--- src/rtl/vpack_pkg.sv ---
`timescale 1ns/1ps
package vpack_pkg;
  localparam int unsigned ELEM_W = 32;

  // immediate layout, MSB first
  typedef struct packed {
    logic [3:0] dst_b;
    logic [3:0] src_b;
    logic [3:0] dst_a;
    logic [3:0] src_a;
  } vpack_imm_t;
endpackage

--- src/rtl/vpack_elem_sel.sv ---
`timescale 1ns/1ps
module vpack_elem_sel
  import vpack_pkg::*;
#(
  parameter int unsigned LANES = 8,
  localparam int unsigned IDX_W = $clog2(LANES),
  localparam int unsigned VEC_W = LANES * ELEM_W
) (
  input  logic [VEC_W-1:0]  vec_i,
  input  logic [IDX_W-1:0]  idx_i,
  output logic [ELEM_W-1:0] elem_o
);
  logic [ELEM_W-1:0] lane_q [LANES];

  for (genvar l = 0; l < LANES; l++) begin : g_split
    assign lane_q[l] = vec_i[l*ELEM_W +: ELEM_W];
  end

  assign elem_o = lane_q[idx_i];
endmodule

--- src/rtl/vpack_lane_merge.sv ---
`timescale 1ns/1ps
module vpack_lane_merge
  import vpack_pkg::*;
#(
  parameter int unsigned LANES = 8,
  localparam int unsigned IDX_W = $clog2(LANES),
  localparam int unsigned VEC_W = LANES * ELEM_W
) (
  input  logic [VEC_W-1:0]  old_i,
  input  logic [ELEM_W-1:0] elem_a_i,
  input  logic [ELEM_W-1:0] elem_b_i,
  input  logic [IDX_W-1:0]  lane_a_i,
  input  logic [IDX_W-1:0]  lane_b_i,
  output logic [VEC_W-1:0]  new_o
);
  for (genvar l = 0; l < LANES; l++) begin : g_lane
    logic wr_a, wr_b;
    assign wr_a = (lane_a_i == IDX_W'(l));
    assign wr_b = (lane_b_i == IDX_W'(l));
    // B has priority on collision
    assign new_o[l*ELEM_W +: ELEM_W] = wr_b ? elem_b_i :
                                       wr_a ? elem_a_i :
                                              old_i[l*ELEM_W +: ELEM_W];
  end
endmodule

--- src/rtl/vpack_unit.sv ---
`timescale 1ns/1ps
module vpack_unit
  import vpack_pkg::*;
#(
  parameter int unsigned LANES = 8,
  localparam int unsigned IDX_W = $clog2(LANES),
  localparam int unsigned VEC_W = LANES * ELEM_W
) (
  input  logic             clk_i,
  input  logic             rst_ni,
  input  logic             valid_i,
  input  logic [15:0]      imm_i,
  input  logic [VEC_W-1:0] src_a_i,
  input  logic [VEC_W-1:0] src_b_i,
  input  logic [VEC_W-1:0] dst_i,
  output logic [VEC_W-1:0] dst_o,
  output logic             valid_o
);
  vpack_imm_t        imm;
  logic [IDX_W-1:0]  sel_a, sel_b, lane_a, lane_b;
  logic [ELEM_W-1:0] elem_a, elem_b;
  logic [VEC_W-1:0]  merged;
  logic [VEC_W-1:0]  dst_q;
  logic              valid_q;
  logic              imm_unused;

  assign imm        = vpack_imm_t'(imm_i);
  // index fields wrap modulo LANES
  assign sel_a      = imm.src_a[IDX_W-1:0];
  assign lane_a     = imm.dst_a[IDX_W-1:0];
  assign sel_b      = imm.src_b[IDX_W-1:0];
  assign lane_b     = imm.dst_b[IDX_W-1:0];
  assign imm_unused = ^imm_i;

  vpack_elem_sel #(.LANES(LANES)) u_sel_a (
    .vec_i (src_a_i),
    .idx_i (sel_a),
    .elem_o(elem_a)
  );

  vpack_elem_sel #(.LANES(LANES)) u_sel_b (
    .vec_i (src_b_i),
    .idx_i (sel_b),
    .elem_o(elem_b)
  );

  vpack_lane_merge #(.LANES(LANES)) u_merge (
    .old_i   (dst_i),
    .elem_a_i(elem_a),
    .elem_b_i(elem_b),
    .lane_a_i(lane_a),
    .lane_b_i(lane_b),
    .new_o   (merged)
  );

  always_ff @(posedge clk_i or negedge rst_ni) begin
    if (!rst_ni) begin
      dst_q   <= '0;
      valid_q <= 1'b0;
    end else begin
      valid_q <= valid_i;
      if (valid_i) dst_q <= merged;
    end
  end

  assign dst_o   = dst_q;
  assign valid_o = valid_q;


  valid_follow_chk: assert property (@(posedge clk_i) disable iff (!rst_ni)
    valid_i |=> valid_o);

  valid_idle_chk: assert property (@(posedge clk_i) disable iff (!rst_ni)
    !valid_i |=> !valid_o);

  hold_idle_chk: assert property (@(posedge clk_i) disable iff (!rst_ni)
    !valid_i |=> $stable(dst_o));

  for (genvar l = 0; l < LANES; l++) begin : g_chk

    keep_lane_chk: assert property (@(posedge clk_i) disable iff (!rst_ni)
      (valid_i && lane_a != IDX_W'(l) && lane_b != IDX_W'(l))
      |=> dst_o[l*ELEM_W +: ELEM_W] == $past(dst_i[l*ELEM_W +: ELEM_W]));

    b_write_chk: assert property (@(posedge clk_i) disable iff (!rst_ni)
      (valid_i && lane_b == IDX_W'(l))
      |=> dst_o[l*ELEM_W +: ELEM_W] == $past(elem_b));

    a_write_chk: assert property (@(posedge clk_i) disable iff (!rst_ni)
      (valid_i && lane_a == IDX_W'(l) && lane_b != IDX_W'(l))
      |=> dst_o[l*ELEM_W +: ELEM_W] == $past(elem_a));
  end
endmodule

--- config.mk ---
export PLATFORM = sky130hd
export DESIGN_NAME = vpack_unit
export DESIGN_NICKNAME = d
export VERILOG_FILES = /design/src/rtl/vpack_pkg.sv /design/src/rtl/vpack_elem_sel.sv /design/src/rtl/vpack_lane_merge.sv /design/src/rtl/vpack_unit.sv
export SDC_FILE = /design/constraint.sdc
export NUM_CORES = 1
export LEC_CHECK = 0
export BUFFER_PORTS_ARGS = -buffer_cell sky130_fd_sc_hd__buf_2
export CORE_AREA = 8 8 398 400
export DETAILED_ROUTE_END_ITERATION = 10
export DIE_AREA = 0 0 406 408
export PLACE_DENSITY = 0.39
export SLEW_MARGIN = 20
export SYNTH_ARGS = -nofsm -noshare
export SYNTH_HDL_FRONTEND = slang
export SYNTH_SLANG_ARGS = --single-unit
--- constraint.sdc ---
create_clock -name clk_i -period 1.7 [get_ports clk_i]
set_input_delay 0.34 -clock clk_i [delete_from_list [all_inputs] [get_ports clk_i]]
set_output_delay 0.34 -clock clk_i [all_outputs]
set_load 0.01 [all_outputs]
==> results of run 1 <==
power groups by stage:
stage | Clock (W) | Sequential, W | Combinational [W]
final | 0.00966 | 0.00742 | 0.00833
after global placement | 0 | 0.00751 | 0.00842
after CTS | 0.0100 | 0.00741 | 0.00857
after detailed placement | 0 | 0.00750 | 0.00845
after floorplan | 0 | 0.00772 | 0.00317
after global routing | 0.0102 | 0.00750 | 0.00891
state kept, by name, summed over array words and instances, names as in the netlist:
register,flops
dst_o,256
valid_o,1
metrics by stage:
stage	hold WS (ns)	TNS [ns]	instance area (um2)
3_3_place_gp	0.219	-119.75	27500
6_report	0.0634	0	29600
5_1_grt	0.0278	0	29600
2_1_floorplan	0.0444	-26.97	18100
3_5_place_dp	0.210	-123.13	27500
4_1_cts	0.0000622	0	29500
layout make-up:
type,instances,area share
sequential,257,0.217
antenna,19,0.00161
clock buffer,56,0.0393
clock inverter,20,0.0110
multi-input combinational,1242,0.363
timing repair buffer,1290,0.281
tap,2044,0.0864
inverter,3,0.000381
how the worst min path moves through the flow:
stage               start                endpoint  slack [ns]  cells after the start
4_1_cts         dst_i[81]   dst_o[81]$_DFFE_PN0P_     0.00006                      3
2_1_floorplan      rst_ni    dst_o[0]$_DFFE_PN0P_        0.04                      0
3_5_place_dp       rst_ni  dst_o[247]$_DFFE_PN0P_        0.21                      1
6_report       dst_i[107]  dst_o[107]$_DFFE_PN0P_        0.06                      3
5_1_grt        dst_i[244]  dst_o[244]$_DFFE_PN0P_        0.03                      3
3_3_place_gp       rst_ni  dst_o[247]$_DFFE_PN0P_        0.22                      1
per-layer routing:
metal	GRT usage	wire [um]	vias to the layer above
li1	-	-	8790
met1	0.214	61600	10400
met2	0.296	73400	993
met3	0.0408	10500	215
met4	0.0475	4330	16
met5	0	102	-
logic make-up after synthesis:
family,Yosys count
compound gates,519
buf+inv,179
flops,257
mux,192
simple gates,531
repair_timing:
item                                    in CTS  in global routing
endpoints found under the setup margin       2                  2
gates resized for setup                      2                  2
hold endpoints to repair                   202                  0
hold buffers                                50                  0
worst max-delay path: stages:
cell and delay, ns:
buf_4 0.12, buf_16 0.23, buf_4 0.17, mux4_2 0.52
mux2_4 0.39, a22oi_2 0.19, a31oi_1 0.10
layout by cell type, fill, tap and decap left out, drive strengths merged:
master / synthesis / final
nor2: 258 / 258
a31oi: 261 / 261
clkinv: 0 / 7
nor3b: 3 / 3
nand2: 256 / 256
nor4: 7 / 7
a22oi: 256 / 256
dfrtp: 257 / 257
diode: 0 / 19
nor3: 1 / 1
nor2b: 1 / 1
inv: 3 / 7
mux4: 128 / 128
and3: 1 / 1
mux2: 64 / 64
dlygate4sd3: 0 / 50
buf: 93 / 1240
clkinvlp: 0 / 2
and3b: 3 / 3
bufinv: 0 / 7
nand3: 1 / 1
a21oi: 2 / 2
clkbuf: 83 / 56
==> metrics, run 1 <==
CP required between 2 and 2.5 ns; compound-cell area share of the yosys netlist 0.262; initial core utilization 0.117; Worst-path clk slew 0.06 ns; status finished clean; drt first-iter violations ~1600; Pint between 0.015 and 0.02 W; main area contributors after synthesis dfrtp_1 36%, mux4_2 16%, a22oi_2 16%; FF-to-FF End dst_o[41]$_DFFE_PN0P_; mux cell area share after synthesis 0.208; Critical Path End dst_o[164]$_DFFE_PN0P_; Area Overhead vs Synth 65.2%; Peak VDD IR 639 uV; Final Hold Viols 0; largest net degree at the start of global routing slightly above 60; largest family of logic cells by synthesized area compound AO/OA/AOI/OAI gates; share of layout cells above drive strength 1 0.608; max-cap viol count 0; Sw Pwr 0.00915 W; Rel. slew slack 0.643; fmax just over 600 MHz; first-pass GRT wire length approximately 200000 um; remaining antenna violation count 0; Clk network pwr share 0.380; Layout Skew 0 ns; Die Area 166000 um2; net count reported at finish between 3000 and 4000; syn nets around 2500; r2r startpoint dst_o[41]$_DFFE_PN0P_; pin slew with the least headroom to its limit approximately 0.54 ns; asr flop ratio synth 1.00; Synth Instances about 1700; H-tree levels 2; CTS sink count approximately 260; CTS Buf Count roughly 40; min Tclk post-route around 1.6 ns; Clock Root Buffer clkbuf_16; Crit Path Class in -> reg; initial antenna violation count 67; Port-buffer cells slightly above 1000; Setup WS pre-CTS -0.619 ns; number of synthesized flops with an enable pin 0; # DRC 0; gpl congestion 0.896; fin. max-slew vios 0; core region area approximately 150000 um2; Crit. End Element flip-flop; worst-path fanout max 31; CTS tree yes; R2R cell count 2; drt wl/cell about 30 um; Setup Viol. Count Final 0; row count 144; Clock Latency Late Sink a little under 0.6 ns; Max Root-Sink Buffers 3; Tcrit/Tclk final 0.962; Yosys Warn Count 0; area leader, netlist dfrtp_1; Mapped Avg Cell Area 10.7 um2; flops & latches, synth roughly 260; Post-Synth XOR/XNOR Area 0; Comb power frac 0.328; post-DR vias/cell 4.14; DP HPWL 124000 um; post-synthesis simple-gate area fraction 0.121; total grt overflow 0; ys flop type dfrtp_1; Overall Global Routing Usage 0.172; via count 20400; io pins around 1000; drt pass-1 iters 5; final core occ 0.194; HP Class in -> reg; Post-synth top cells 258 x a31oi_1, 258 x nor2_1, 257 x dfrtp_1, 256 x nand2_1, 223 x a22oi_2; flop2flop setup slack 0.92 ns; Multi-input gate area approximately 11000 um2; sequential power share 0.292; die height ~400 um; Critical path origin imm_i[1]; fillers 17100; RSZ-0062 raised after global routing no; Storage cell area between 6000 and 7000 um2; Die W ~410 um; vias in the first global route about 22000; post-synthesis adder-cell area fraction 0; dpl cells 4786; setup ws final between 0.06 and 0.07 ns; Layout Cells excl Fill 4931; Pwr per Cell Area around 860 nW/um2; CP startpoint kind primary input; Switching Share 0.360; Leak around 12 nW; Synth Cell Area 17900 um2; routed wire length around 150000 um; area share of the largest cell type after synthesis 0.359; synth unique cells 29; sequential share of the synthesized area 0.359; postcts setup bufs 0; Final Power 0.0254 W; Arrival @ worst endpoint between 2 and 2.5 ns
(Power assumes the default switching activity.)
==> run 2, diff against run 1 <==
- CORE_AREA: 8 8 398 400 -> 8 8 403 405
- DIE_AREA: 0 0 406 408 -> 0 0 411 413
- TNS_END_PERCENT: default -> 50
==> metrics, run 2 (synthesized netlist as in run 1, its figures left out) <==
Rel. slew slack 0.671; max-cap viol count 0; first-pass GRT wire length approximately 200000 um; Pwr per Cell Area 845 nW/um2; drt wl/cell about 31 um; Die Area around 170000 um2; CTS sink count around 260; Setup Viol. Count Final 0; largest net degree at the start of global routing 68; min Tclk post-route 1.68 ns; Peak VDD IR 599 uV; die height approximately 410 um; GR Layer Usage met2 0.299; DP HPWL 130000 um; fillers about 17000; via count 20700; routed wire length 156000 um; HP Class in -> reg; Crit. End Element flip-flop; # DRC 0; initial core utilization 0.115; Post-DP Area ~28000 um2; fin. max-slew vios 0; CTS Buf Count 40; drt first-iter violations approximately 1800; Tcrit/Tclk final 0.985; final instance area roughly 30000 um2; net count reported at finish about 3600; TNS Setup 0 ns; Worst-path clk slew around 0.06 ns; Arrival @ worst endpoint 2.13 ns; Area Overhead vs Synth 65.5%; CP required between 2 and 2.5 ns; core region area roughly 160000 um2; drt pass-1 iters 5; final core occ 0.191; RSZ-0062 raised after global routing no; R2R cell count 2; GR Util met1 0.216; Clock Root Buffer clkbuf_16; post-DR vias/cell ~4.2; Max Root-Sink Buffers 3; Multi-input gate area roughly 11000 um2; pin slew with the least headroom to its limit approximately 0.5 ns; met3 Track Usage GR 0.0436; Layout Skew 0 ns; most frequent cells in the layout 1033 x buf_2, 257 x nor2_1, 256 x a31oi_1, 256 x dfrtp_1, 254 x nand2_1; Overall Global Routing Usage 0.174; share of layout cells above drive strength 1 0.618; remaining antenna violation count 0; Die W 411 um; row count between 100 and 150; Port-buffer cells slightly above 1000; fmax approximately 600 MHz; vias in the first global route between 20000 and 25000; commonest non-fill, non-tap cell in the layout buf_2; Final Power 0.0251 W; io pins 1044; Storage cell area around 6400 um2; hold depth 3; status finished clean; GR peak layer met2; initial antenna violation count 82; worst-path fanout max 15; H-tree levels 2; gpl congestion roughly 0.9; CTS tree yes; Crit Path Class in -> reg; CP startpoint kind primary input; Leak 12.5 nW; Final Hold Viols 0; total grt overflow 0; Clock Latency Late Sink approximately 0.60 ns; max reg flops around 260
## run 2: area by class of cell
type                            count  share of cell area
Inverter                            3            0.000380
Sequential cell                   257               0.217
Timing Repair Buffer             1305               0.284
Clock buffer                       61              0.0412
Tap cell                         2058              0.0868
Multi-Input combinational cell   1242               0.363
Clock inverter                      9             0.00633
Antenna cell                       11            0.000928
## run 2: where the power goes
part           switching, W  total (W)  internal (W)
Combinational       0.00488    0.00838       0.00349
Clock               0.00368    0.00925       0.00556
Sequential         0.000569    0.00744       0.00687
Total               0.00914     0.0251        0.0159
## run 2: path summary, 6_finish.rpt
check	from	slack, ns	to
worst min register to register	dst_o[53]$_DFFE_PN0P_	0.53	dst_o[53]$_DFFE_PN0P_
worst min-delay path	dst_i[50]	0.05	dst_o[50]$_DFFE_PN0P_
worst max-delay path	imm_i[1]	0.02	dst_o[6]$_DFFE_PN0P_
max in group asynchronous	rst_ni	0.69	dst_o[116]$_DFFE_PN0P_
worst max register to register	dst_o[66]$_DFFE_PN0P_	0.95	dst_o[66]$_DFFE_PN0P_
min in group asynchronous	rst_ni	0.16	dst_o[183]$_DFFE_PN0P_
## run 2: layer usage
layer / wire, um / vias up
met5: 240 / -
met4: 4450 / 38
met3: 11400 / 255
met2: 76100 / 1087
met1: 63500 / 10500
li1: - / 8811
## run 2: worst max-delay path, stage by stage
cell,delay (ns)
buf_8,0.20
buf_16,0.20
buf_12,0.16
mux4_2,0.49
mux2_4,0.40
a22oi_2,0.19
a31oi_1,0.11
## run 2: timing repair
action | 4_1_cts | 5_1_grt
cloned | 1 | 0
hold buffers | 29 | 0
gates resized for setup | 6 | 5
setup buffers | 0 | 6
endpoints found under the setup margin | 61 | 35
hold endpoints to repair | 166 | 0
pin swaps | 0 | 0
## run 2: metrics by stage
step	std cells	setup WS, ns	hold slack, ns
6_report	4946	0.0249	0.0538
5_1_grt	4940	0.0201	0.0232
4_1_cts	4929	0.0152	0.000764
3_5_place_dp	4829	-0.750	0.207
3_3_place_gp	4829	-0.754	0.207
2_1_floorplan	1678	-0.117	0.0444
==> run 3, diff against run 2 <==
- GPL_TIMING_DRIVEN: default -> 0
==> metrics, run 3 (synthesized netlist as in run 1, its figures left out) <==
hold_ws just over 0.05 ns; drt first-iter violations roughly 1700; DP HPWL 145000 um; Tcrit/Tclk final 1.03; violated checks setup timing; Clock Latency Late Sink ~0.6 ns; setup ws final -0.0481 ns; status finished, violations left; first-pass GRT wire length 221000 um; dpl cells between 4000 and 5000; Die W between 400 and 500 um; Peak VDD IR between 500 and 600 uV; final core occ 0.179; Setup WS pre-CTS -1.64 ns; most frequent cells in the layout 1062 x buf_2, 257 x nor2_1, 256 x nand2_1, 256 x a31oi_1, 256 x dfrtp_1; Die Area ~170000 um2; initial core utilization 0.115; die height between 400 and 500 um; crit path max-delay cell type mux4_2; H-tree levels 2; Crit Path Class in -> reg; gpl congestion between 0.9 and 1; fmax about 570 MHz; critical path cell sequence buf_12 > buf_12 > mux4_2 > mux2_4 > a22oi_2 > a31oi_1; Layout Cells excl Fill 4894; Arrival @ worst endpoint 2.22 ns; CP required 2.17 ns; Crit path buffers/inverters 2; most used cell, CP buf_12; total grt overflow 0; via count roughly 21000; initial antenna violation count 95; net count reported at finish approximately 3600; # DRC 0; core region area between 150000 and 200000 um2; Crit. End Element flip-flop; routed wire length approximately 170000 um; Layout Skew 0 ns; row count roughly 150; share of layout cells above drive strength 1 0.605; CTS tree yes; fin. max-slew vios 0; Leak roughly 12 nW; drt pass-1 iters 5; CP startpoint kind primary input; max-cap viol count 0; io pins about 1000; Worst-path clk slew 0.06 ns; vias in the first global route 21700; CTS Buf Count 40; HP Class in -> reg; final instance area 27900 um2; Clock Root Buffer clkbuf_16; max reg flops about 260; Port-buffer cells about 1000; Pwr per Cell Area 865 nW/um2; Top Family by Delay on Critical Path multiplexers; RSZ-0062 raised after global routing yes; Final Hold Viols 0; Overall Global Routing Usage 0.194; fillers 17600; drt wl/cell between 30 and 40 um; Max Root-Sink Buffers 3; slowest cell delay on critical path ~0.5 ns; Setup Viol. Count Final 2; Area Overhead vs Synth 55.7%; remaining antenna violation count 0; Post-DP Area between 20000 and 30000 um2; CTS sink count about 260; min Tclk post-route 1.75 ns; commonest non-fill, non-tap cell in the layout buf_2; post-DR vias/cell around 4.2; pin slew with the least headroom to its limit approximately 1.0 ns; Rel. slew slack 0.301; largest net degree at the start of global routing between 70 and 80; worst-path fanout max 10
==> run 3: what timing repair did <==
item / in CTS / in global routing
cloned: 0 / 0
gates resized for setup: 78 / 24
endpoints found under the setup margin: 257 / 71
pin swaps: 7 / 1
buffers inserted: 26 / 2
hold endpoints to repair: 43 / 0
hold buffers: 8 / 0
==> run 3: per-layer routing <==
| metal | share of wire | wire length, um | global-route usage |
|---|---|---|---|
| met1 | 0.41 | 70700 | 0.238 |
| met2 | 0.48 | 83900 | 0.330 |
| met3 | 0.082 | 14300 | 0.0584 |
| met4 | 0.029 | 5040 | 0.0553 |
| met5 | 0.0017 | 294 | 0 |
==> run 3: area by class of cell <==
class                           instances  area, um2  share of cell area
Timing Repair Buffer                 1072       5670               0.203
Tap cell                             2058       2570              0.0923
Antenna cell                           21       52.6             0.00188
Multi-Input combinational cell       1242      10700               0.385
Buffer                                173       1180              0.0423
Sequential cell                       257       6430               0.231
Clock inverter                         14        123             0.00440
Inverter                                3       11.3            0.000404
Clock buffer                           54       1110              0.0399
==> run 3: stage by stage <==
step | power, W | setup TNS [ns]
3_5_place_dp | 0.0158 | -291.70
2_1_floorplan | 0.0109 | -26.97
5_1_grt | 0.0252 | -0.0208
6_report | 0.0241 | -0.0541
4_1_cts | 0.0246 | 0
3_3_place_gp | 0.0157 | -1949.55
==> run 3: path summary, 6_finish.rpt <==
path                                         from                      to  slack [ns]  cells after the start
setup / recovery                         imm_i[1]  dst_o[112]$_DFFE_PN0P_       -0.05                      6
hold reg to reg             dst_o[30]$_DFFE_PN0P_   dst_o[30]$_DFFE_PN0P_        0.53                      2
max in group asynchronous                  rst_ni  dst_o[111]$_DFFE_PN0P_        0.13                      4
min in group asynchronous                  rst_ni  dst_o[192]$_DFFE_PN0P_        0.26                      2
hold / removal                          dst_i[35]   dst_o[35]$_DFFE_PN0P_        0.05                      3
setup reg to reg           dst_o[138]$_DFFE_PN0P_  dst_o[138]$_DFFE_PN0P_        0.92                      2
==> run 3: where the power goes <==
part / switching (W) / leakage [nW] / internal, W
registers: 0.000468 / 2.90 / 0.00687
clock network: 0.00370 / 0.608 / 0.00474
logic: 0.00528 / 8.20 / 0.00307
==> run 3: tightest hold or removal path: stages <==
cell and delay, ns:
buf_2 0.08, a22oi_2 0.04, a31oi_1 0.14
